$ cat src/rtl/al8_pkg.sv
package al8_pkg;
    typedef enum logic [1:0] {
        MODE_CLEAR = 2'b01,
        MODE_DEMUX = 2'b00,
        MODE_WRITE = 2'b10,
        MODE_HOLD  = 2'b11
    } al8_mode_e;

    // clear and enable are both active low: {clr_n, en_n}
    function automatic al8_mode_e decode_mode(input logic clr_n, input logic en_n);
        unique case ({clr_n, en_n})
            2'b00:   decode_mode = MODE_DEMUX;
            2'b01:   decode_mode = MODE_CLEAR;
            2'b10:   decode_mode = MODE_WRITE;
            default: decode_mode = MODE_HOLD;
        endcase
    endfunction

    typedef struct packed {
        al8_mode_e mode;
        logic      din;
    } al8_ctl_t;
endpackage

$ cat src/rtl/al8_mode_dec.sv
module al8_mode_dec
    import al8_pkg::*;
#(
    parameter int ADDR_W = 3,
    localparam int N = 1 << ADDR_W
) (
    input  logic [ADDR_W-1:0] sel,
    input  logic              din,
    input  logic              en_n,
    input  logic              clr_n,
    output al8_ctl_t          ctl,
    output logic [N-1:0]      hit
);
    always_comb begin
        ctl.mode = decode_mode(clr_n, en_n);
        ctl.din  = din;
    end

    genvar k;
    generate
        for (k = 0; k < N; k++) begin : g_hit
            assign hit[k] = (sel == ADDR_W'(k));
        end
    endgenerate
endmodule

$ cat src/rtl/al8_bit_cell.sv
module al8_bit_cell
    import al8_pkg::*;
(
    input  logic     clk,
    input  logic     rst,
    input  al8_ctl_t ctl,
    input  logic     hit,
    output logic     q
);
    always_ff @(posedge clk) begin
        if (rst) begin
            q <= 1'b0;
        end else begin
            unique case (ctl.mode)
                MODE_WRITE: if (hit) q <= ctl.din;
                MODE_DEMUX: q <= hit & ctl.din;
                MODE_CLEAR: q <= 1'b0;
                default:    q <= q;
            endcase
        end
    end
endmodule

$ cat src/rtl/al8_addr_watch.sv
module al8_addr_watch
    import al8_pkg::*;
#(
    parameter int ADDR_W = 3
) (
    input  logic              clk,
    input  logic              rst,
    input  al8_ctl_t          ctl,
    input  logic [ADDR_W-1:0] sel,
    output logic              flag
);
    logic [ADDR_W-1:0] last_sel;

    always_ff @(posedge clk) begin
        if (rst) begin
            last_sel <= '0;
            flag     <= 1'b0;
        end else begin
            last_sel <= sel;
            flag     <= (ctl.mode == MODE_WRITE) && (sel != last_sel);
        end
    end
endmodule

$ cat src/rtl/addr_latch8.sv
module addr_latch8
    import al8_pkg::*;
#(
    parameter int ADDR_W = 3,
    localparam int N = 1 << ADDR_W
) (
    input  logic              clk,
    input  logic              rst,
    input  logic [ADDR_W-1:0] sel,
    input  logic              din,
    input  logic              en_n,
    input  logic              clr_n,
    output logic [N-1:0]      q,
    output logic              addr_misuse
);
    al8_ctl_t     ctl;
    logic [N-1:0] hit;

    al8_mode_dec #(.ADDR_W(ADDR_W)) dec_i (
        .sel(sel), .din(din), .en_n(en_n), .clr_n(clr_n),
        .ctl(ctl), .hit(hit)
    );

    genvar k;
    generate
        for (k = 0; k < N; k++) begin : g_cell
            al8_bit_cell cell_i (
                .clk(clk), .rst(rst), .ctl(ctl), .hit(hit[k]), .q(q[k])
            );
        end
    endgenerate

    al8_addr_watch #(.ADDR_W(ADDR_W)) watch_i (
        .clk(clk), .rst(rst), .ctl(ctl), .sel(sel), .flag(addr_misuse)
    );
endmodule

$ cat config.mk
export PLATFORM = sky130hd
export DESIGN_NAME = addr_latch8
export DESIGN_NICKNAME = d
export VERILOG_FILES = /design/src/rtl/al8_pkg.sv /design/src/rtl/al8_mode_dec.sv /design/src/rtl/al8_bit_cell.sv /design/src/rtl/al8_addr_watch.sv /design/src/rtl/addr_latch8.sv
export SDC_FILE = /design/constraint.sdc
export NUM_CORES = 1
export LEC_CHECK = 0
export CAP_MARGIN = 30
export CELL_PAD_IN_SITES_DETAIL_PLACEMENT = 0
export CELL_PAD_IN_SITES_GLOBAL_PLACEMENT = 1
export CORE_UTILIZATION = 32
export CTS_CLUSTER_DIAMETER = 200
export CTS_CLUSTER_SIZE = 10
export DETAILED_ROUTE_END_ITERATION = 8
export HOLD_SLACK_MARGIN = 0.03
export PLACE_DENSITY = 0.8
export SLEW_MARGIN = 30
export SYNTH_ARGS = -nofsm -noshare
export SYNTH_HDL_FRONTEND = slang
export SYNTH_SLANG_ARGS = --single-unit
$ cat constraint.sdc
create_clock -name clk -period 0.95 [get_ports clk]
set_input_delay 0.2375 -clock clk [delete_from_list [all_inputs] [get_ports clk]]
set_output_delay 0.2375 -clock clk [all_outputs]
set_load 0.1 [all_outputs]
======== Word-level counts from Yosys, hierarchy flattened ========
Index checks and enable logic that the tools add are counted.
word-level totals
  register bits after elaboration ......... 12
  input port bits ......................... 8
  output and inout bits ................... 9
  word-level logic and storage cells ...... 68
operators by class
  equality and inequality tests ........... 20
  multiplexer cells ....................... 17
  bitwise gates (word level) .............. 8
  reductions and logical operators ........ 13
operator list
  kind                                                                     number
  1-bit case mux with 3 select lines                                       8
  2-bit by 1-bit inequality test with 1-bit output, second input constant  8
  2-bit AND reduction                                                      8
  3-bit equality test, second input constant                               4
  1-bit AND                                                                8
  1-bit two-way mux                                                        8
  3-bit by 2-bit equality test with 1-bit output, second input constant    2
  2-bit case mux with 3 select lines                                       1
  2-bit by 1-bit equality test with 1-bit output, second input constant    2
  2-bit equality test, second input constant                               2
  2-bit logical NOT                                                        2
  3-bit by 1-bit equality test with 1-bit output, second input constant    1
  3-bit logical NOT                                                        1
  3-bit inequality test                                                    1
  3-bit nonzero test                                                       1
  1-bit logical AND                                                        1

======== Logic depth before layout (Yosys ltp) ========
  word-level depth ........................ 5
  gate-level depth with buffers ........... 3
  mapped depth without buffers ............ 2

======== By module ========
From an unflattened synthesis, not the netlist that was laid out.
unflattened totals
  cells, all modules ...................... 63
  area total of the unflattened synthesis .. 578.1 um2
modules (own cells, without submodules)
  module          instances  cells an instance  area each (um2)  seq. area each (um2)
  al8_bit_cell    8          5                  43.8             20.0
  al8_addr_watch  1          12                 147.6            80.1
  al8_mode_dec    1          11                 80.1             0.0

======== Least setup slack after synthesis ========
No wires, ideal clock.
  path type ............................... register to output
  start point ............................. register watch_i.flag
  end point ............................... output addr_misuse
  data arrival time ....................... 0.909 ns
  data required time ...................... 0.712 ns
  slack ................................... -0.196 ns
  stages on the path, launching flop included .. 1
  buffers on the path ..................... 0
  cell sequence ........................... dfxtp_1
RTL lines
  item                    RTL line              source
  start, declared         al8_addr_watch.sv:10  output logic flag
  start signal, assigned  al8_addr_watch.sv:20  flag <= (ctl.mode == MODE_WRITE) && (sel != last_sel);
  end, declared           addr_latch8.sv:14     output logic addr_misuse
No word-level cell between the ends.

======== Final worst setup path ========
  start point ............................. register g_cell[7].cell_i.q
  end point ............................... output q[7]
RTL lines
  item                    RTL line            source
  start, declared         al8_bit_cell.sv:8   output logic q
  start signal, assigned  al8_bit_cell.sv:15  MODE_WRITE: if (hit) q <= ctl.din;
  start signal, assigned  al8_bit_cell.sv:16  MODE_DEMUX: q <= hit & ctl.din;
  start signal, assigned  al8_bit_cell.sv:18  default: q <= q;
  end, declared           addr_latch8.sv:13   output logic [N-1:0] q,
No word-level cell between the ends.

==> flow_metrics.py <==
metrics = {
    "critical_path": {
        "critPathBufInv": 1,
        "cpPeakStageDelay_ps": 360,
        "path_cells": "buf_12",
        "reg2reg_slack_ps": 250,
        "critPathSlowestCell": "dfxtp_2",
        "startpoint_type": "register",
        "cpLargestDelayFamily": "flip-flops",
        "required_ps": 710,
        "critical_path_peak_fanout": 2,
        "setup.worst_path.class": "register to output port",
        "worst_ep_arrival_time_ps": 820,
        "critPathCaptureType": "output port",
    },
    "placed_design": {
        "port_buffers": 16,
        "dpl.hpwl_um": 818,
        "finalWeightedCongestion": 0.702,
    },
    "sta": {
        "fin_tns_setup_ps": -837,
        "clock_skew_ps": 0.118,
        "finalHoldViolations": 0,
        "fin_ws_ps": -104,
        "period_minus_slack_ps": 1050,
        "rsz0062_at_grt": "yes",
        "relSlewSlack": 0.855,
        "tightest_slew_ps": 217,
        "maxSlewViolCount": 0,
        "fmax_mhz": 949,
        "fin_crit_sh": 1.11,
        "finalSetupViolCount": 9,
    },
    "routing": {
        "wirelength_um": 1410,
        "drc_errors": 0,
        "wire_per_inst_um": 13.7,
        "drtPass1Iterations": 2,
        "vias": 481,
        "drt_iter0_drc": 5,
        "ant_nets": 0,
        "post_drt_via_cell_ratio": 4.67,
    },
    "pwr": {
        "p_leak_uw": 0.000426,
        "p_per_area_nw_per_um2": 1140,
        "power.total_uw": 1210,
        "ir_worst_vdd_mv": 0.719,
    },
    "clock_tree": {
        "postCtsHoldBufs": 0,
        "clkSlewWorstSetupHoldPaths_ps": 80,
        "numCtsBuffers": 3,
        "cts_tree": "built",
        "insertion_delay_ps": 280,
        "htree_levels": 1,
        "cts_buffer_depth": 2,
        "clkSinkCount": 12,
        "ctsRootBufferMaster": "clkbuf_4",
    },
    "logic_synthesis": {
        "yosysWarnings": 0,
        "syn-instance-count": 59,
        "post_synth_instance_area_um2": 654,
        "syn_area_per_cell_um2": 11.1,
        "ys_types": 17,
        "yosysSeqAreaShare": 0.367,
        "ys_ff_latch": 12,
        "synth_nets": 67,
    },
    "floorplan": {
        "start_util": 0.359,
        "num_io_pins": 17,
        "die-area_um2": 2230,
        "die_w_um": 47.2,
        "rows": 15,
        "die_h_um": 47.2,
        "fp.coreArea_um2": 1820,
    },
    "status": {
        "violations": "setup timing",
        "status": "finished with violations",
    },
    "global_routing": {
        "grt_max_degree": 12,
        "antenna_found_initial": 0,
        "grt_pass1_vias": 500,
        "grt_pass1_wl_um": 2200,
        "grt_overflow_total": 0,
        "grtUsageTotal": 0.151,
    },
    "final_layout": {
        "fin_nets": 87,
        "final_cell_mix": "dfxtp_2 (9), buf_12 (9), nand3b_1 (8), mux2i_1 (8)",
        "fin_util": 0.582,
        "num_antenna_cells": 0,
        "area_delta_synth_final_pct": 62.0,
        "layout-drive-gt1-share": 0.564,
    },
    "min_path": {
        "hp-class": "primary input to register",
    },
    "job": {
        "cap_violations": 0,
    },
}
sequential cells by signal, indices dropped and copies added, names as in the netlist:
| register | flops |
|---|---|
| g_cell.cell_i.q | 8 |
| watch_i.last_sel | 3 |
| watch_i.flag | 1 |
routing by layer:
metal | GRT usage | part of all wire | wire length, µm | vias up
li1 | - | - | - | 237
met1 | 0.169 | 0.46 | 645 | 226
met2 | 0.252 | 0.47 | 666 | 16
met3 | 0.0577 | 0.063 | 89 | 2
met4 | 0.0686 | 0.0071 | 10 | 0
met5 | 0 | 0 | 0 | -
where the power goes:
part / internal (µW) / switching (µW) / leakage, µW
clock: 233 / 180 / 0.0000210
sequential: 517 / 9.42 / 0.000102
combinational: 134 / 140 / 0.000302
stage by stage:
step | cells | worst slack, ps | hold slack (ps) | instance area, µm²
floorplan | 59 | 2.36 | 387 | 656
global placement | 94 | -534 | 510 | 905
detailed placement | 94 | -577 | 513 | 905
CTS | 103 | -120 | 428 | 1050
global route | 103 | -140 | 297 | 1060
finish | 103 | -104 | 281 | 1060
synth_stat cells, drive strengths merged:
| master | number | area share |
|---|---|---|
| dfxtp | 12 | 0.37 |
| clkbuf | 2 | 0.013 |
| nor4b | 3 | 0.069 |
| buf | 12 | 0.13 |
| nand4b | 1 | 0.013 |
| xnor2 | 3 | 0.040 |
| nor2b | 3 | 0.029 |
| a31oi | 1 | 0.0096 |
| or3b | 1 | 0.013 |
| nor4 | 1 | 0.019 |
| nand2b | 1 | 0.0096 |
| nand3b | 8 | 0.092 |
| mux2i | 8 | 0.12 |
| nor4bb | 3 | 0.075 |
logic make-up (layout without fill, tap and decap cells):
family,Yosys count,count (layout),share of synthesized area
mux,8,8,0.122
simple gates,21,21,0.319
xor+xnor,3,3,0.0402
flops,12,12,0.367
compound gates,1,1,0.00957
buf+inv,14,33,0.141
what timing repair did:
action | in CTS | in global routing
resized for setup | 28 | 7
hold endpoints to repair | 0 | 0
buffers inserted | 3 | 0
pin swaps | 3 | 2
gates cloned | 2 | 0
setup endpoints to repair | 18 | 16
worst paths after layout:
path	start	endpoint	cells past startpoint
worst max-delay path	g_cell[7].cell_i.q$_SDFFE_PP0P_	q[7]	1
worst min-delay path	rst	watch_i.flag$_SDFF_PP0_	3
worst max register to register	g_cell[0].cell_i.q$_SDFFE_PP0P_	g_cell[0].cell_i.q$_SDFFE_PP0P_	3
worst min register to register	g_cell[1].cell_i.q$_SDFFE_PP0P_	g_cell[1].cell_i.q$_SDFFE_PP0P_	2
cell type report:
cell class / count / area, µm²
Tap cell: 25 / 31.3
Multi-Input combinational cell: 33 / 383
Fill cell: 160 / 761
Timing Repair Buffer: 29 / 358
Clock buffer: 4 / 36.3
Sequential cell: 12 / 251
(Power assumes the default switching activity.)
